===== config.mk =====
export PLATFORM = sky130hd
export DESIGN_NAME = lifo_stack
export DESIGN_NICKNAME = d
export VERILOG_FILES = /design/src/rtl/lifo_stack_pkg.sv /design/src/rtl/lifo_rst_sync.sv /design/src/rtl/lifo_op_decode.sv /design/src/rtl/lifo_entry.sv /design/src/rtl/lifo_stack.sv
export SDC_FILE = /design/constraint.sdc
export NUM_CORES = 1
export LEC_CHECK = 0
export BUFFER_PORTS_ARGS = -buffer_cell sky130_fd_sc_hd__buf_2
export CORE_MARGIN = 4
export CORE_UTILIZATION = 43
export CTS_CLUSTER_DIAMETER = 120
export DETAILED_ROUTE_END_ITERATION = 7
export GPL_TIMING_DRIVEN = 0
export PLACE_DENSITY = 0.65
export SETUP_SLACK_MARGIN = 0.4
export SYNTH_ARGS = -nofsm -noshare
export SYNTH_HDL_FRONTEND = slang
export SYNTH_SLANG_ARGS = --single-unit

===== constraint.sdc =====
create_clock -name clk -period 16.6 [get_ports clk]
set_input_delay 0.83 -clock clk [delete_from_list [all_inputs] [get_ports clk]]
set_output_delay 0.83 -clock clk [all_outputs]
set_load 0.01 [all_outputs]

===== src/rtl/lifo_stack_pkg.sv =====
package lifo_stack_pkg;

  // Stack operation decoded from the two strobes {pop, push}
  typedef enum logic [1:0] {
    OP_IDLE = 2'b00,
    OP_PUSH = 2'b01,
    OP_POP  = 2'b10,
    OP_SWAP = 2'b11
  } stk_op_e;

  localparam int unsigned RST_SYNC_STAGES = 2;

endpackage


===== src/rtl/lifo_rst_sync.sv =====
module lifo_rst_sync
  import lifo_stack_pkg::*;
(
  input  logic clk,
  input  logic rst_n,
  output logic core_rst_n
);

  logic [RST_SYNC_STAGES-1:0] sync_q;
  logic [RST_SYNC_STAGES-1:0] sync_d;

  // Shift a one in from the bottom after release
  always_comb begin
    sync_d = {sync_q[RST_SYNC_STAGES-2:0], 1'b1};
  end

  always_ff @(posedge clk or negedge rst_n) begin
    if (!rst_n) begin
      sync_q <= '0;
    end else begin
      sync_q <= sync_d;
    end
  end

  assign core_rst_n = sync_q[RST_SYNC_STAGES-1];

endmodule


===== src/rtl/lifo_op_decode.sv =====
module lifo_op_decode
  import lifo_stack_pkg::*;
(
  input  logic    push_en,
  input  logic    pop_en,
  output stk_op_e op
);

  always_comb begin
    case ({pop_en, push_en})
      2'b01:   op = OP_PUSH;
      2'b10:   op = OP_POP;
      2'b11:   op = OP_SWAP;
      default: op = OP_IDLE;
    endcase
  end

endmodule


===== src/rtl/lifo_entry.sv =====
module lifo_entry
  import lifo_stack_pkg::*;
#(
  parameter int unsigned WIDTH  = 22,
  parameter bit          IS_TOP = 1'b0
) (
  input  logic             clk,
  input  logic             rst_n,
  input  stk_op_e          op,
  input  logic [WIDTH-1:0] push_data,
  input  logic [WIDTH-1:0] from_above,
  input  logic [WIDTH-1:0] from_below,
  output logic [WIDTH-1:0] q
);

  logic [WIDTH-1:0] nxt;
  logic             en;

  // Next-state select and clock enable
  always_comb begin
    nxt = q;
    en  = 1'b0;
    case (op)
      OP_PUSH: begin
        nxt = from_above;
        en  = 1'b1;
      end
      OP_POP: begin
        nxt = from_below;
        en  = 1'b1;
      end
      OP_SWAP: begin
        if (IS_TOP) begin
          nxt = push_data;
          en  = 1'b1;
        end
      end
      default: begin
        nxt = q;
        en  = 1'b0;
      end
    endcase
  end

  always_ff @(posedge clk or negedge rst_n) begin
    if (!rst_n) begin
      q <= '0;
    end else if (en) begin
      q <= nxt;
    end
  end

endmodule


===== src/rtl/lifo_stack.sv =====
module lifo_stack
  import lifo_stack_pkg::*;
#(
  parameter int unsigned DEPTH = 8,
  parameter int unsigned WIDTH = 22
) (
  input  logic             clk,
  input  logic             rst_n,
  input  logic             push_en,
  input  logic             pop_en,
  input  logic [WIDTH-1:0] push_data,
  output logic [WIDTH-1:0] pop_data
);

  localparam int unsigned FLAT_W = DEPTH * WIDTH;

  logic                core_rst_n;
  stk_op_e             op;
  logic [WIDTH-1:0]    ent [DEPTH];
  logic [FLAT_W-1:0]   stk_flat;

  lifo_rst_sync u_rst_sync (
    .clk        (clk),
    .rst_n      (rst_n),
    .core_rst_n (core_rst_n)
  );

  lifo_op_decode u_decode (
    .push_en (push_en),
    .pop_en  (pop_en),
    .op      (op)
  );

  for (genvar i = 0; i < DEPTH; i++) begin : g_ent
    logic [WIDTH-1:0] above;
    logic [WIDTH-1:0] below;

    if (i == 0) begin : g_top
      assign above = push_data;
    end else begin : g_mid_a
      assign above = ent[i-1];
    end

    if (i == DEPTH - 1) begin : g_bot
      assign below = ent[i];
    end else begin : g_mid_b
      assign below = ent[i+1];
    end

    lifo_entry #(
      .WIDTH  (WIDTH),
      .IS_TOP (i == 0)
    ) u_entry (
      .clk        (clk),
      .rst_n      (core_rst_n),
      .op         (op),
      .push_data  (push_data),
      .from_above (above),
      .from_below (below),
      .q          (ent[i])
    );

    assign stk_flat[i*WIDTH +: WIDTH] = ent[i];
  end

  assign pop_data = ent[0];

endmodule


# Word-level counts from Yosys, hierarchy flattened
# Index checks and enable logic that the tools add are counted.
dict set report op_classes {
  eq_ne 6
  n_mux 10
  n_reduce_logical 8
}
# operator n
set ops {}
lappend ops {{22-bit one-hot mux with 2 select lines} 7}
lappend ops {{2-bit equality test, second input constant} 4}
lappend ops {{2-bit one-hot mux with 3 select lines} 1}
lappend ops {{2-bit AND reduction} 3}
lappend ops {{2-bit by 1-bit equality test with 1-bit output, second input constant} 2}
lappend ops {{2-bit nonzero test} 2}
lappend ops {{2-bit OR reduction} 2}
lappend ops {{3-bit OR reduction} 1}
lappend ops {{1-bit 2-to-1 mux} 2}
dict set report word_totals {
  elab_cells 33
  out_inout_bits 22
  inputBits 26
  regBits 178
}

# Logic depth before layout (Yosys ltp)
# Gate-level depths: netlist of the first run.
dict set report logic_depth {
  ltp_word 6
  depth_mapped 9
}

# Cells and area by module
# A second synthesis of the first run with hierarchy kept.
dict set report hier_totals {
  cells_unflattened 739
  area_unflattened_um2 8565.7
}
# module cells_per_inst area_each_um2 instances
set modules_own_cells {}
lappend modules_own_cells {{lifo_entry at g_ent[1].u_entry ...} 98 1059.8 7}
lappend modules_own_cells {{lifo_entry at g_ent[0].u_entry} 48 1086.0 1}
lappend modules_own_cells {lifo_rst_sync 3 53.8 1}
lappend modules_own_cells {lifo_op_decode 2 7.5 1}

# Least setup slack after synthesis of the first run
# Ideal clock, no wire load.
dict set report synth_path {
  path_kind {input to register}
  start {input port push_en}
  end {register g_ent[1].u_entry.q[10]}
  required_ps 16463
  t_arrival_ps 2151
  setup_slack_ps 14312
  setup_ps 137
  stages 7
  path_cell_list {buf_2 buf_4 inv_1 ha_1 clkbuf_1 clkbuf_1 a21oi_1}
}
dict set report synth_between {
  elab_chain_len 6
}
# item line
set synth_rtl {}
lappend synth_rtl {{start, declared} lifo_stack.sv:9} ;# input logic push_en,
lappend synth_rtl {{2-bit equality test / 2-bit by 1-bit equality test with 1-bit output (equally long branches)} lifo_op_decode.sv:10} ;# case ({pop_en, push_en})
lappend synth_rtl {{2-bit one-hot mux with 3 select lines (*)} lifo_op_decode.sv:10}
lappend synth_rtl {{2-bit by 1-bit equality test with 1-bit output / 2-bit equality test (equally long branches)} lifo_entry.sv:23} ;# case (op)
lappend synth_rtl {{2-bit OR reduction (no line)} --}
lappend synth_rtl {{1-bit 2-to-1 mux} lifo_entry.sv:23}
lappend synth_rtl {{2-bit AND reduction (no line)} --}
lappend synth_rtl {{end signal, assigned} lifo_entry.sv:49} ;# q <= nxt;
lappend synth_rtl {{end, declared} lifo_entry.sv:13} ;# output logic [WIDTH-1:0] q
# Mark *: on every way between the ends. The rest lies on a longest branch, timed or not.
# A chain may end at the register's enable or synchronous reset.

# Worst setup path in the final report of the first run
dict set report layout_path {
  start {input port push_en}
  end {register g_ent[1].u_entry.q[16]}
}
# The elaborated chain is that of the path after synthesis.

==> PnR_summary.wiki, run 1 <==
{| class="wikitable"
! Metric !! Value
|-
| Violation count after the first detailed-route iteration || 403
|-
| Die height || 145 um
|-
| Post-placement setup slack || 13.35 ns
|-
| Critical Setup Path Class || primary input to register
|-
| Vias after detailed routing || 5495
|-
| Clock buffers created by TritonCTS || 17
|-
| Fin Clk Skew || 0.0113 ns
|-
| RSZ-0062 raised after global routing || false
|-
| Crit Reg-Reg Startpoint || u_rst_sync.sync_q[1]
|-
| Final setup violation count || 0
|-
| Post-CTS clock slew at the launch and capture registers of the worst setup and hold paths || 0.07 ns
|-
| Number of filler instances in the final layout || 1647
|-
| Maximum clock frequency || 360 MHz
|-
| Number of buffers between clock root and the deepest sink || 2
|-
| Num Clock Sinks || 178
|-
| Parity-gate share of the synthesized area counting xor and xnor cells || 0
|-
| Final hold viol count || 0
|-
| Min Tclk post-route || 2.78 ns
|-
| Vias in the first global route || 5479
|-
| Quantity of I/O buffers inserted on ports || 47
|-
| Post-CTS setup repair buffer count || 0
|-
| Critical R2R Capture || g_ent[7].u_entry.q[4]
|-
| First-pass iteration count of the detailed router || 5
|-
| Average wire per standard cell || 17.8 um
|-
| Worst Tran Pin Value || 0.909 ns
|-
| Count of unique library cells instantiated by Yosys || 17
|-
| Worst min-delay path class || primary input to async pin
|-
| Result of the run || completed
|-
| Number of placed I/O pins || 48
|-
| Final critical-path setup slack || 13.82 ns
|-
| Placeable core area || 18100 sq um
|-
| Per-instance average area after synthesis || 11.0 sq um
|-
| Max IR drop VDD || 0.0765 mV
|-
| Endpoint arrival time on the critical path || 3.05 ns
|-
| P_leak || 3.80 nW
|-
| Number of rows created at floorplan || 49
|-
| Last element of the critical path || g_ent[1].u_entry.q[16]
|-
| Maximum number of pins on one net before global-route repair || 66
|-
| Sequential element share of the synthesized area || 0.555
|-
| Adder and majority gate portion of the synthesized area || 0.00779
|-
| Layout Area Growth over Synthesis || 14.9%
|-
| N_diodes || 0
|-
| Hold slack || 0.176 ns
|-
| GRT overflow || 0
|-
| Top cells by area, synth || sky130_fd_sc_hd__dfrtp_1, sky130_fd_sc_hd__mux2i_1, sky130_fd_sc_hd__a21oi_1
|-
| Cts-stage hold buffer count || 0
|-
| Leading cell types in the layout, fill and taps excluded || sky130_fd_sc_hd__dfrtp_1, sky130_fd_sc_hd__mux2i_1, sky130_fd_sc_hd__nor2_1
|-
| #FFs+latches synth || 178
|-
| Total of warnings raised by yosys || 0
|-
| Kind of start point of the critical path || primary input
|-
| Mux contribution to synthesized area || 0.222
|-
| Share of the core filled with cells || 0.509
|-
| Most area-hungry cell type in the Yosys netlist || sky130_fd_sc_hd__dfrtp_1
|-
| Die Area || 20900 sq um
|-
| Wirelength, routed || 18500 um
|-
| Slew Viols, Final || 0
|-
| First-pass GRT wire length || 31000 um
|-
| Critical Path Start || push_en
|-
| Synth Area in Compound Gates || 0.0964
|-
| Worst Path Required || 16.87 ns
|-
| Routed via count divided by cell count || 5.30
|-
| Share of synthesized cell area in and, or, nand and nor gates || 0.0737
|-
| Width of the chip || 145 um
|-
| Tightest slew margin relative to the limit || 0.394
|-
| Count of cells along the worst register-to-register path || 1
|-
| Number of antenna violations at the first check in global routing || 0
|-
| Commonest non-fill, non-tap cell in the layout || sky130_fd_sc_hd__dfrtp_1
|-
| Mapped Area || 8030 sq um
|-
| Fraction of final layout cells with drive strength greater than 1 || 0.165
|-
| Number of nets with antenna violations after routing || 0
|-
| Fin nets || 826
|-
| Initial cell density of the core || 0.443
|-
| Share of the synthesized area in the top cell type || 0.555
|-
| Detail Placement HPWL || 13400 um
|-
| Number of instances in the synthesized netlist || 727
|-
| Max_cap viols || 0
|-
| Category of the worst setup path capture point || register
|-
| Power density relative to cell area || 152 nW/um^2
|-
| Root buffer selected by CTS || sky130_fd_sc_hd__clkbuf_16
|-
| CTS H-tree lvls || 4
|-
| Number of nets produced by synthesis || 758
|-
| Number of resized instances in the post-cts repair step || 0
|-
| Number of remaining DRC errors || 0
|-
| Post-route clock period utilization || 0.167
|-
| Setup slack, reg-to-reg || 15.29 ns
|-
| Final-layout setup total negative slack || 0 ns
|-
| Global-route usage over all layers || 0.190
|-
| Clock insertion delay at the later pin of the skew report || 0.42 ns
|-
| CTS tree || yes
|-
| Routability Congestion || 0.823
|-
| Main combinational cell family by area after synthesis || multiplexers
|-
| Maximum net fanout on the critical path || 10
|}
==> stage by stage <==
step                area [sq um]  power, mW  std cells
finish                      9230       1.40       1037
global placement            8550      0.974       1003
detailed placement          8610      0.991       1005
floorplan                   8030      0.885        727
global route                9230       1.49       1037
CTS                         9230       1.41       1037
==> routing by layer <==
metal | global-route usage | vias to the layer above | part of all wire | wire length, um
met4 | 0.0511 | 0 | 0.010 | 184
met2 | 0.283 | 106 | 0.45 | 8260
met1 | 0.290 | 2725 | 0.50 | 9280
met3 | 0.0312 | 18 | 0.039 | 728
li1 | - | 2646 | - | -
met5 | 0 | - | 0 | 0
==> synth_stat cells <==
master                     instances
sky130_fd_sc_hd__nor2_1          133
sky130_fd_sc_hd__nand2_1          22
sky130_fd_sc_hd__mux2i_1         153
sky130_fd_sc_hd__o311ai_0          1
sky130_fd_sc_hd__or4b_1            1
sky130_fd_sc_hd__a21oi_1         132
sky130_fd_sc_hd__clkbuf_1         23
sky130_fd_sc_hd__clkbuf_2          1
sky130_fd_sc_hd__dfrtp_1         178
sky130_fd_sc_hd__conb_1            1
sky130_fd_sc_hd__buf_8             9
sky130_fd_sc_hd__mux2_2           22
sky130_fd_sc_hd__inv_1             3
sky130_fd_sc_hd__buf_2            15
sky130_fd_sc_hd__o21ai_0          21
sky130_fd_sc_hd__buf_4             7
sky130_fd_sc_hd__ha_1              5
==> layout make-up <==
cell class	count	area [sq um]	share of cell area
Clock buffer	24	492	0.0533
Inverter	3	11.3	0.00122
Sequential cell	178	4460	0.483
Buffer	55	354	0.0384
Clock inverter	8	125	0.0136
Tap cell	229	287	0.0310
Multi-Input combinational cell	491	3210	0.348
Timing Repair Buffer	49	290	0.0315
==> sequential cells by signal (all words and copies together), names as in the netlist <==
name               cells
g_ent.u_entry.q      176
u_rst_sync.sync_q      2
==> worst max-delay path, cell delays in order <==
cell	delay, ns
sky130_fd_sc_hd__buf_2	0.15
sky130_fd_sc_hd__buf_2	0.19
sky130_fd_sc_hd__buf_4	0.25
sky130_fd_sc_hd__inv_1	0.14
sky130_fd_sc_hd__ha_1	0.33
sky130_fd_sc_hd__clkbuf_1	0.40
sky130_fd_sc_hd__clkbuf_1	0.59
sky130_fd_sc_hd__a21oi_1	0.16
==> power breakdown <==
part,internal (mW),switching [mW]
Combinational,0.138,0.133
Sequential,0.580,0.133
Clock,0.254,0.165
Total,0.971,0.431
==> logic make-up (layout without fill, tap and decap cells) <==
group,count (synthesis),count (layout)
adders and majority gates,5,5
muxes,175,175
and+or+nand+nor,156,156
other,1,1
AOI/OAI and AO/OA,154,154
DFF,178,178
buffers and inverters,58,139
==> how the worst min path moves through the flow <==
stage	startpoint	to	slack (ns)
floorplan	u_rst_sync.sync_q[0]	u_rst_sync.sync_q[1]	0.33
detailed placement	u_rst_sync.sync_q[0]	u_rst_sync.sync_q[1]	0.34
CTS	rst_n	u_rst_sync.sync_q[1]	0.16
finish	rst_n	u_rst_sync.sync_q[1]	0.18
global placement	u_rst_sync.sync_q[0]	u_rst_sync.sync_q[1]	0.34
global route	rst_n	u_rst_sync.sync_q[1]	0.16
Power figures use the tool's default switching activity.
==> inputs of run 2 (changes only) <==
--- a/config.mk
+++ b/config.mk
@@ -5,6 +5,7 @@
 export SDC_FILE = /design/constraint.sdc
 export NUM_CORES = 1
 export LEC_CHECK = 0
+export ABC_AREA = 1
 export BUFFER_PORTS_ARGS = -buffer_cell sky130_fd_sc_hd__buf_2
 export CORE_MARGIN = 4
 export CORE_UTILIZATION = 43
==> constraint.sdc (replaced) <==
create_clock -name clk -period 2.8 [get_ports clk]
set_input_delay 0.14 -clock clk [delete_from_list [all_inputs] [get_ports clk]]
set_output_delay 0.14 -clock clk [all_outputs]
set_load 0.01 [all_outputs]
==> run 2 against run 1 <==
Compared with the run above: count of clock-buffer cells in the layout decreased by 3; power increased to 5.4 times the previous value; critical path depth decreased by 1; highest routed layer unchanged; clock power increased to 5.9 times the previous value; global-route usage increased by 2.1 points; combinational power increased to 5.1 times the previous value; critical path type unchanged; core utilization increased by 0.66 points; hold slack got worse by 0.16 ns.
==> PnR_summary.wiki, run 2 <==
{| class="wikitable"
! Metric !! Value
|-
| Non-filler cells in the finished layout || 1274
|-
| Largest register by flop count || g_ent.u_entry.q
|-
| Mapped Area || 7940 sq um
|-
| Root buffer selected by CTS || sky130_fd_sc_hd__clkbuf_16
|-
| Synth Area in Compound Gates || 0.145
|-
| Layout Area Growth over Synthesis || 17.3%
|-
| Post-route clock period utilization || 0.568
|-
| Portion of total power attributed to combinational logic || 0.181
|-
| Largest register FFs || 176
|-
| Number of nets with antenna violations after routing || 0
|-
| Kind of start point of the critical path || primary input
|-
| Width of the chip || 144 um
|-
| Endpoint with the worst hold slack || g_ent[0].u_entry.q[11]
|-
| Fin Clk Skew || 0.00605 ns
|-
| Main combinational cell family by area after synthesis || simple AND/OR/NAND/NOR gates
|-
| Most area-hungry cell type in the Yosys netlist || sky130_fd_sc_hd__dfrtp_1
|-
| Min Tclk post-route || 1.59 ns
|-
| Num Clock Sinks || 178
|-
| Tightest slew margin relative to the limit || 0.589
|-
| Maximum number of pins on one net before global-route repair || 69
|-
| Mux contribution to synthesized area || 0
|-
| Synth top cells by count || sky130_fd_sc_hd__nand2_1, sky130_fd_sc_hd__dfrtp_1, sky130_fd_sc_hd__nor2_1, sky130_fd_sc_hd__a31oi_1, sky130_fd_sc_hd__a21oi_1
|-
| Leading cell types in the layout, fill and taps excluded || sky130_fd_sc_hd__nand2_1, sky130_fd_sc_hd__dfrtp_1, sky130_fd_sc_hd__nor2_1
|-
| Share of synthesized cell area in and, or, nand and nor gates || 0.220
|-
| Die height || 144 um
|-
| Fraction of final layout cells with drive strength greater than 1 || 0.129
|-
| Post-route cell area || 9320 sq um
|-
| Worst min-delay path class || primary input to register
|-
| Top cells by area, synth || sky130_fd_sc_hd__dfrtp_1, sky130_fd_sc_hd__nand2_1, sky130_fd_sc_hd__a31oi_1
|-
| Detail Placement HPWL || 15000 um
|-
| Total placed instance area || 8520 sq um
|-
| Initial cell density of the core || 0.439
|-
| Max_cap viols || 0
|-
| Maximum clock frequency || 628 MHz
|-
| Worst Path Required || 3.09 ns
|-
| Max IR drop VDD || 0.462 mV
|-
| Switch share || 0.310
|-
| Register share of total power || 0.494
|-
| CTS H-tree lvls || 4
|-
| Count of cells along the worst register-to-register path || 1
|-
| Number of buffers between clock root and the deepest sink || 2
|-
| Worst Tran Pin Value || 0.617 ns
|-
| Routed via count divided by cell count || 5.41
|-
| Per-instance average area after synthesis || 8.41 sq um
|-
| Cell depth of the worst min-delay path || 3
|-
| Slew Viols, Final || 0
|-
| Share of the synthesized area in the top cell type || 0.561
|-
| Hold wc startpoint || push_data[11]
|-
| Share of the core filled with cells || 0.515
|-
| Number of rows created at floorplan || 49
|-
| Hold slack || 0.0149 ns
|-
| Number of flops mapped to enable cells by yosys || 0
|-
| Total of warnings raised by yosys || 0
|-
| Post-CTS clock slew at the launch and capture registers of the worst setup and hold paths || 0.07 ns
|-
| Net switching power of the design || 2.35 mW
|-
| Number of placed I/O pins || 48
|-
| N_diodes || 0
|-
| Critical Setup Path Class || primary input to register
|-
| P_leak || 4.32 nW
|-
| Adder and majority gate portion of the synthesized area || 0.00788
|-
| Violation count after the first detailed-route iteration || 407
|-
| Die Area || 20700 sq um
|-
| Share of synthesized registers carrying an async set or reset || 1.00
|-
| Vias in the first global route || 7031
|-
| Placed Instances || 1222
|-
| Global-route usage over all layers || 0.211
|-
| Crit Reg-Reg Startpoint || u_rst_sync.sync_q[1]
|-
| GRT overflow || 0
|-
| Endpoint arrival time on the critical path || 1.88 ns
|-
| Setup slack, reg-to-reg || 1.68 ns
|-
| RSZ-0062 raised after global routing || false
|-
| CTS tree || yes
|-
| Dominant cell by count in the synthesized netlist || sky130_fd_sc_hd__nand2_1
|-
| Critical R2R Capture || g_ent[1].u_entry.q[7]
|-
| Placeable core area || 18100 sq um
|-
| Category of the worst setup path capture point || register
|-
| Clock insertion delay at the later pin of the skew report || 0.43 ns
|-
| Number of nets produced by synthesis || 975
|-
| Commonest non-fill, non-tap cell in the layout || sky130_fd_sc_hd__nand2_1
|-
| Number of instances in the synthesized netlist || 944
|-
| Count of unique library cells instantiated by Yosys || 18
|-
| Average wire per standard cell || 16.6 um
|-
| Clock buffers created by TritonCTS || 17
|-
| Wirelength, routed || 21200 um
|-
| First-pass GRT wire length || 34900 um
|-
| Final critical-path setup slack || 1.21 ns
|-
| Fin nets || 1063
|-
| Power density relative to cell area || 812 nW/um^2
|-
| Maximum net fanout on the critical path || 12
|-
| Parity-gate share of the synthesized area counting xor and xnor cells || 0
|-
| Internal power || 5.22 mW
|-
| Quantity of I/O buffers inserted on ports || 47
|-
| First-pass iteration count of the detailed router || 5
|-
| Sequential element share of the synthesized area || 0.561
|-
| Final hold viol count || 0
|-
| Number of antenna violations at the first check in global routing || 0
|-
| Result of the run || completed
|-
| Power, Total || 7.57 mW
|-
| Post-CTS setup repair buffer count || 0
|-
| Number of remaining DRC errors || 0
|-
| Main flop type after synthesis || sky130_fd_sc_hd__dfrtp_1
|-
| Number of filler instances in the final layout || 1689
|-
| Registers with the highest flip-flop counts || g_ent.u_entry.q: 176 flops, u_rst_sync.sync_q: 2 flops
|-
| Final setup violation count || 0
|-
| Clock power frac || 0.326
|-
| Final-layout setup total negative slack || 0 ns
|-
| Vias after detailed routing || 6892
|-
| #FFs+latches synth || 178
|-
| Post-placement setup slack || 0.759 ns
|-
| Routability Congestion || 0.825
|}
[run 2: worst max-delay path by stage]
stage,start,to,depth (start not counted)
6_report,push_en,g_ent[1].u_entry.q[18],7
4_1_cts,push_en,g_ent[1].u_entry.q[18],7
5_1_grt,push_en,g_ent[1].u_entry.q[16],7
2_1_floorplan,u_rst_sync.sync_q[1],g_ent[0].u_entry.q[0],0
3_3_place_gp,u_rst_sync.sync_q[1],g_ent[7].u_entry.q[9],0
3_5_place_dp,push_en,g_ent[1].u_entry.q[13],7
[run 2: power groups by stage]
stage | Combinational, mW | Clock, mW | Sequential (mW)
2_1_floorplan | 0.954 | 0 | 3.66
3_3_place_gp | 1.26 | 0 | 3.80
3_5_place_dp | 1.36 | 0 | 3.76
4_1_cts | 1.38 | 2.49 | 3.73
5_1_grt | 1.58 | 2.58 | 3.82
6_report | 1.37 | 2.46 | 3.74
[run 2: critical path, cell delays in order]
cell and delay (ns):
sky130_fd_sc_hd__buf_2 0.18, sky130_fd_sc_hd__inv_1 0.11, sky130_fd_sc_hd__buf_2 0.21, sky130_fd_sc_hd__ha_1 0.33, sky130_fd_sc_hd__buf_2 0.25, sky130_fd_sc_hd__clkbuf_1 0.47, sky130_fd_sc_hd__a31oi_1 0.17
[run 2: repair_timing]
| item | 4_1_cts | 5_1_grt |
|---|---|---|
| hold buffers | 20 | 0 |
| hold endpoints to repair | 21 | 0 |
| endpoints found under the setup margin | 0 | 0 |
| gates resized for setup | 0 | 0 |
[run 2: logic make-up after synthesis]
family,count (synthesis)
AO/OA/AOI/OAI,197
AND/OR/NAND/NOR,465
buffers and inverters,98
other,1
adder cells (fa/ha/maj),5
flip-flops,178
[run 2: final cells by class]
class,count,area (sq um),area share
buffer,70,413,0.0443
clock buffer,21,460,0.0494
clock inverter,11,135,0.0145
inverter,28,106,0.0114
multi-input combinational,668,2970,0.318
sequential,178,4460,0.479
tap,229,287,0.0308
timing repair buffer,69,490,0.0526
[run 2: metal layers]
layer | GRT usage | vias up | part of all wire
met2 | 0.335 | 137 | 0.47
met1 | 0.302 | 3464 | 0.48
met5 | 0 | - | 0
met4 | 0.0619 | 0 | 0.011
li1 | - | 3271 | -
met3 | 0.0329 | 20 | 0.033
==> inputs of run 3 (changes only) <==
==> constraint.sdc (replaced) <==
create_clock -name clk -period 1.6 [get_ports clk]
set_input_delay 0.08 -clock clk [delete_from_list [all_inputs] [get_ports clk]]
set_output_delay 0.08 -clock clk [all_outputs]
set_load 0.01 [all_outputs]
==> run 3 against run 2 <==
Compared with the run above: global-route usage barely moved; count of clock-buffer cells in the layout rose by 2; first-iteration DRC count rose by 6.9%; highest routed layer unchanged.
==> PnR_summary.wiki, run 3 (synthesis gave the netlist of run 2 again) <==
{| class="wikitable"
! Metric !! Value
|-
| Result of the run || completed
|-
| Number of remaining DRC errors || 0
|-
| Fraction of final layout cells with drive strength greater than 1 || 0.140
|-
| Category of the worst setup path capture point || register
|-
| Number of filler instances in the final layout || 1702
|-
| Global routing's busiest layer || met2
|-
| Crit path cell chain || buf_4 > inv_2 > buf_6 > ha_1 > buf_2 > clkbuf_4 > a31oi_1
|-
| Die Area || 20700 sq um
|-
| Hold slack || 0.0385 ns
|-
| N_diodes || 0
|-
| P_leak || 4.38 nW
|-
| Hold wc startpoint || push_en
|-
| Max_cap viols || 0
|-
| Multi-input logic area || 2970 sq um
|-
| GRT overflow || 0
|-
| CTS tree || yes
|-
| Global-route usage over all layers || 0.211
|-
| Width of the chip || 144 um
|-
| Critical Setup Path Class || primary input to register
|-
| Endpoint with the worst hold slack || g_ent[0].u_entry.q[0]
|-
| Power density relative to cell area || 1390 nW/um^2
|-
| Placeable core area || 18100 sq um
|-
| Worst min-delay path class || primary input to register
|-
| Leading cell types in the layout, fill and taps excluded || sky130_fd_sc_hd__nand2_1, sky130_fd_sc_hd__dfrtp_1, sky130_fd_sc_hd__nor2_1
|-
| Global Route met2 Usage || 0.338
|-
| Layout Area Growth over Synthesis || 19.0%
|-
| Cell depth of the worst min-delay path || 4
|-
| Worst Tran Pin Value || 0.537 ns
|-
| Routability Congestion || 0.812
|-
| Final setup violation count || 0
|-
| Max IR drop VDD || 0.747 mV
|-
| Vias after detailed routing || 6844
|-
| Fin nets || 1068
|-
| Root buffer selected by CTS || sky130_fd_sc_hd__clkbuf_16
|-
| Die height || 144 um
|-
| Post-CTS clock slew at the launch and capture registers of the worst setup and hold paths || 0.07 ns
|-
| Commonest non-fill, non-tap cell in the layout || sky130_fd_sc_hd__nand2_1
|-
| Num Clock Sinks || 178
|-
| Post-route clock period utilization || 0.705
|-
| First-pass iteration count of the detailed router || 4
|-
| Worst Path Required || 1.90 ns
|-
| Average wire per standard cell || 16.6 um
|-
| Total placed instance area || 8530 sq um
|-
| Registers with the highest flip-flop counts || g_ent.u_entry.q: 176 flops, u_rst_sync.sync_q: 2 flops
|-
| Crit Reg-Reg Startpoint || u_rst_sync.sync_q[1]
|-
| Number of antenna violations at the first check in global routing || 0
|-
| Initial cell density of the core || 0.439
|-
| Maximum net fanout on the critical path || 12
|-
| Fin Clk Skew || 0.00960 ns
|-
| Final hold viol count || 0
|-
| Clock insertion delay at the later pin of the skew report || 0.43 ns
|-
| Max incr delay on CP || 0.30 ns
|-
| Number of buffers between clock root and the deepest sink || 2
|-
| Endpoint arrival time on the critical path || 1.43 ns
|-
| Number of placed I/O pins || 48
|-
| Slew Viols, Final || 0
|-
| Grt met3 use || 0.0349
|-
| Met1 routing resource usage after global routing || 0.303
|-
| Standard cell with the maximum stage delay on the critical path || sky130_fd_sc_hd__ha_1
|-
| Setup slack, reg-to-reg || 0.58 ns
|-
| Critical R2R Capture || g_ent[5].u_entry.q[2]
|-
| Wirelength, routed || 21200 um
|-
| Number of nets with antenna violations after routing || 0
|-
| Vias in the first global route || 6957
|-
| Clock buffers created by TritonCTS || 17
|-
| Maximum number of pins on one net before global-route repair || 63
|-
| Min Tclk post-route || 1.13 ns
|-
| Tightest slew margin relative to the limit || 0.642
|-
| First-pass GRT wire length || 34900 um
|-
| Largest register FFs || 176
|-
| Detail Placement HPWL || 15100 um
|-
| Routed via count divided by cell count || 5.35
|-
| Post-route cell area || 9450 sq um
|-
| Count of cells along the worst register-to-register path || 1
|-
| Largest register by flop count || g_ent.u_entry.q
|-
| Kind of start point of the critical path || primary input
|-
| FF+latch area || 4460 sq um
|-
| Maximum clock frequency || 887 MHz
|-
| Quantity of I/O buffers inserted on ports || 47
|-
| Violation count after the first detailed-route iteration || 435
|-
| Number of rows created at floorplan || 49
|-
| RSZ-0062 raised after global routing || true
|-
| CTS H-tree lvls || 4
|}
-- run 3: cell types whose count changed in the layout (fill, tap and decap cells not counted), moves of 3 or more --
cell and change:
sky130_fd_sc_hd__clkbuf_4 +8, sky130_fd_sc_hd__clkinv_2 -3, sky130_fd_sc_hd__dlygate4sd3_1 +4, sky130_fd_sc_hd__buf_2 -17, sky130_fd_sc_hd__clkbuf_2 +6, sky130_fd_sc_hd__buf_4 +11
sky130_fd_sc_hd__clkbuf_1 -8
-- run 3: what timing repair did --
action,CTS,global route
endpoints found under the setup margin,266,147
gates resized for setup,8,36
hold buffers,24,0
endpoints found under the hold margin,24,0
buffers inserted,1,0
-- run 3: where the power goes --
group / internal [mW] / switching (mW) / total [mW]
combinational: 1.06 / 1.40 / 2.46
sequential: 5.60 / 0.931 / 6.53
clock: 2.38 / 1.76 / 4.14
-- run 3: cell type report --
cell class                 count  share of cell area
multi-input combinational    668               0.315
tap                          229              0.0303
timing repair buffer          74              0.0585
buffer                        70              0.0526
clock buffer                  23              0.0495
inverter                      28              0.0113
clock inverter                 9              0.0113
sequential                   178               0.472
-- run 3: how the worst max path moves through the flow --
stage          slack, ns            startpoint  cells past startpoint                endpoint
4_1_cts             0.40               push_en                      8  g_ent[3].u_entry.q[21]
3_5_place_dp       -0.17               push_en                      8  g_ent[0].u_entry.q[17]
3_3_place_gp       -0.96  u_rst_sync.sync_q[1]                      0   g_ent[6].u_entry.q[9]
6_report            0.47               push_en                      7  g_ent[6].u_entry.q[17]
5_1_grt             0.38               push_en                      8  g_ent[1].u_entry.q[15]
2_1_floorplan      -0.23  u_rst_sync.sync_q[1]                      0   g_ent[0].u_entry.q[0]
-- run 3: critical path: cells and delay by family --
kind / cells / cell delay (ns)
AOI/OAI and AO/OA: 1 / 0.11
adders and majority gates: 1 / 0.30
buffers and inverters: 5 / 0.92
-- run 3: routing by layer --
metal  vias to the layer above  part of all wire
met5                         -                 0
met4                         0             0.011
met3                        17             0.033
met2                       121              0.47
met1                      3416              0.48
li1                       3290                 -
-- run 3: stage by stage --
stage	worst slack (ns)	std cells	TNS, ns	utilization	total power, mW
floorplan	-0.233	944	-41.06	-	8.08
global placement	-0.962	1220	-178.07	0.469	8.88
detailed placement	-0.167	1222	-17.63	0.472	8.98
CTS	0.403	1279	0	0.519	13.2
global route	0.380	1279	0	0.522	13.9
finish	0.472	1279	0	0.522	13.1
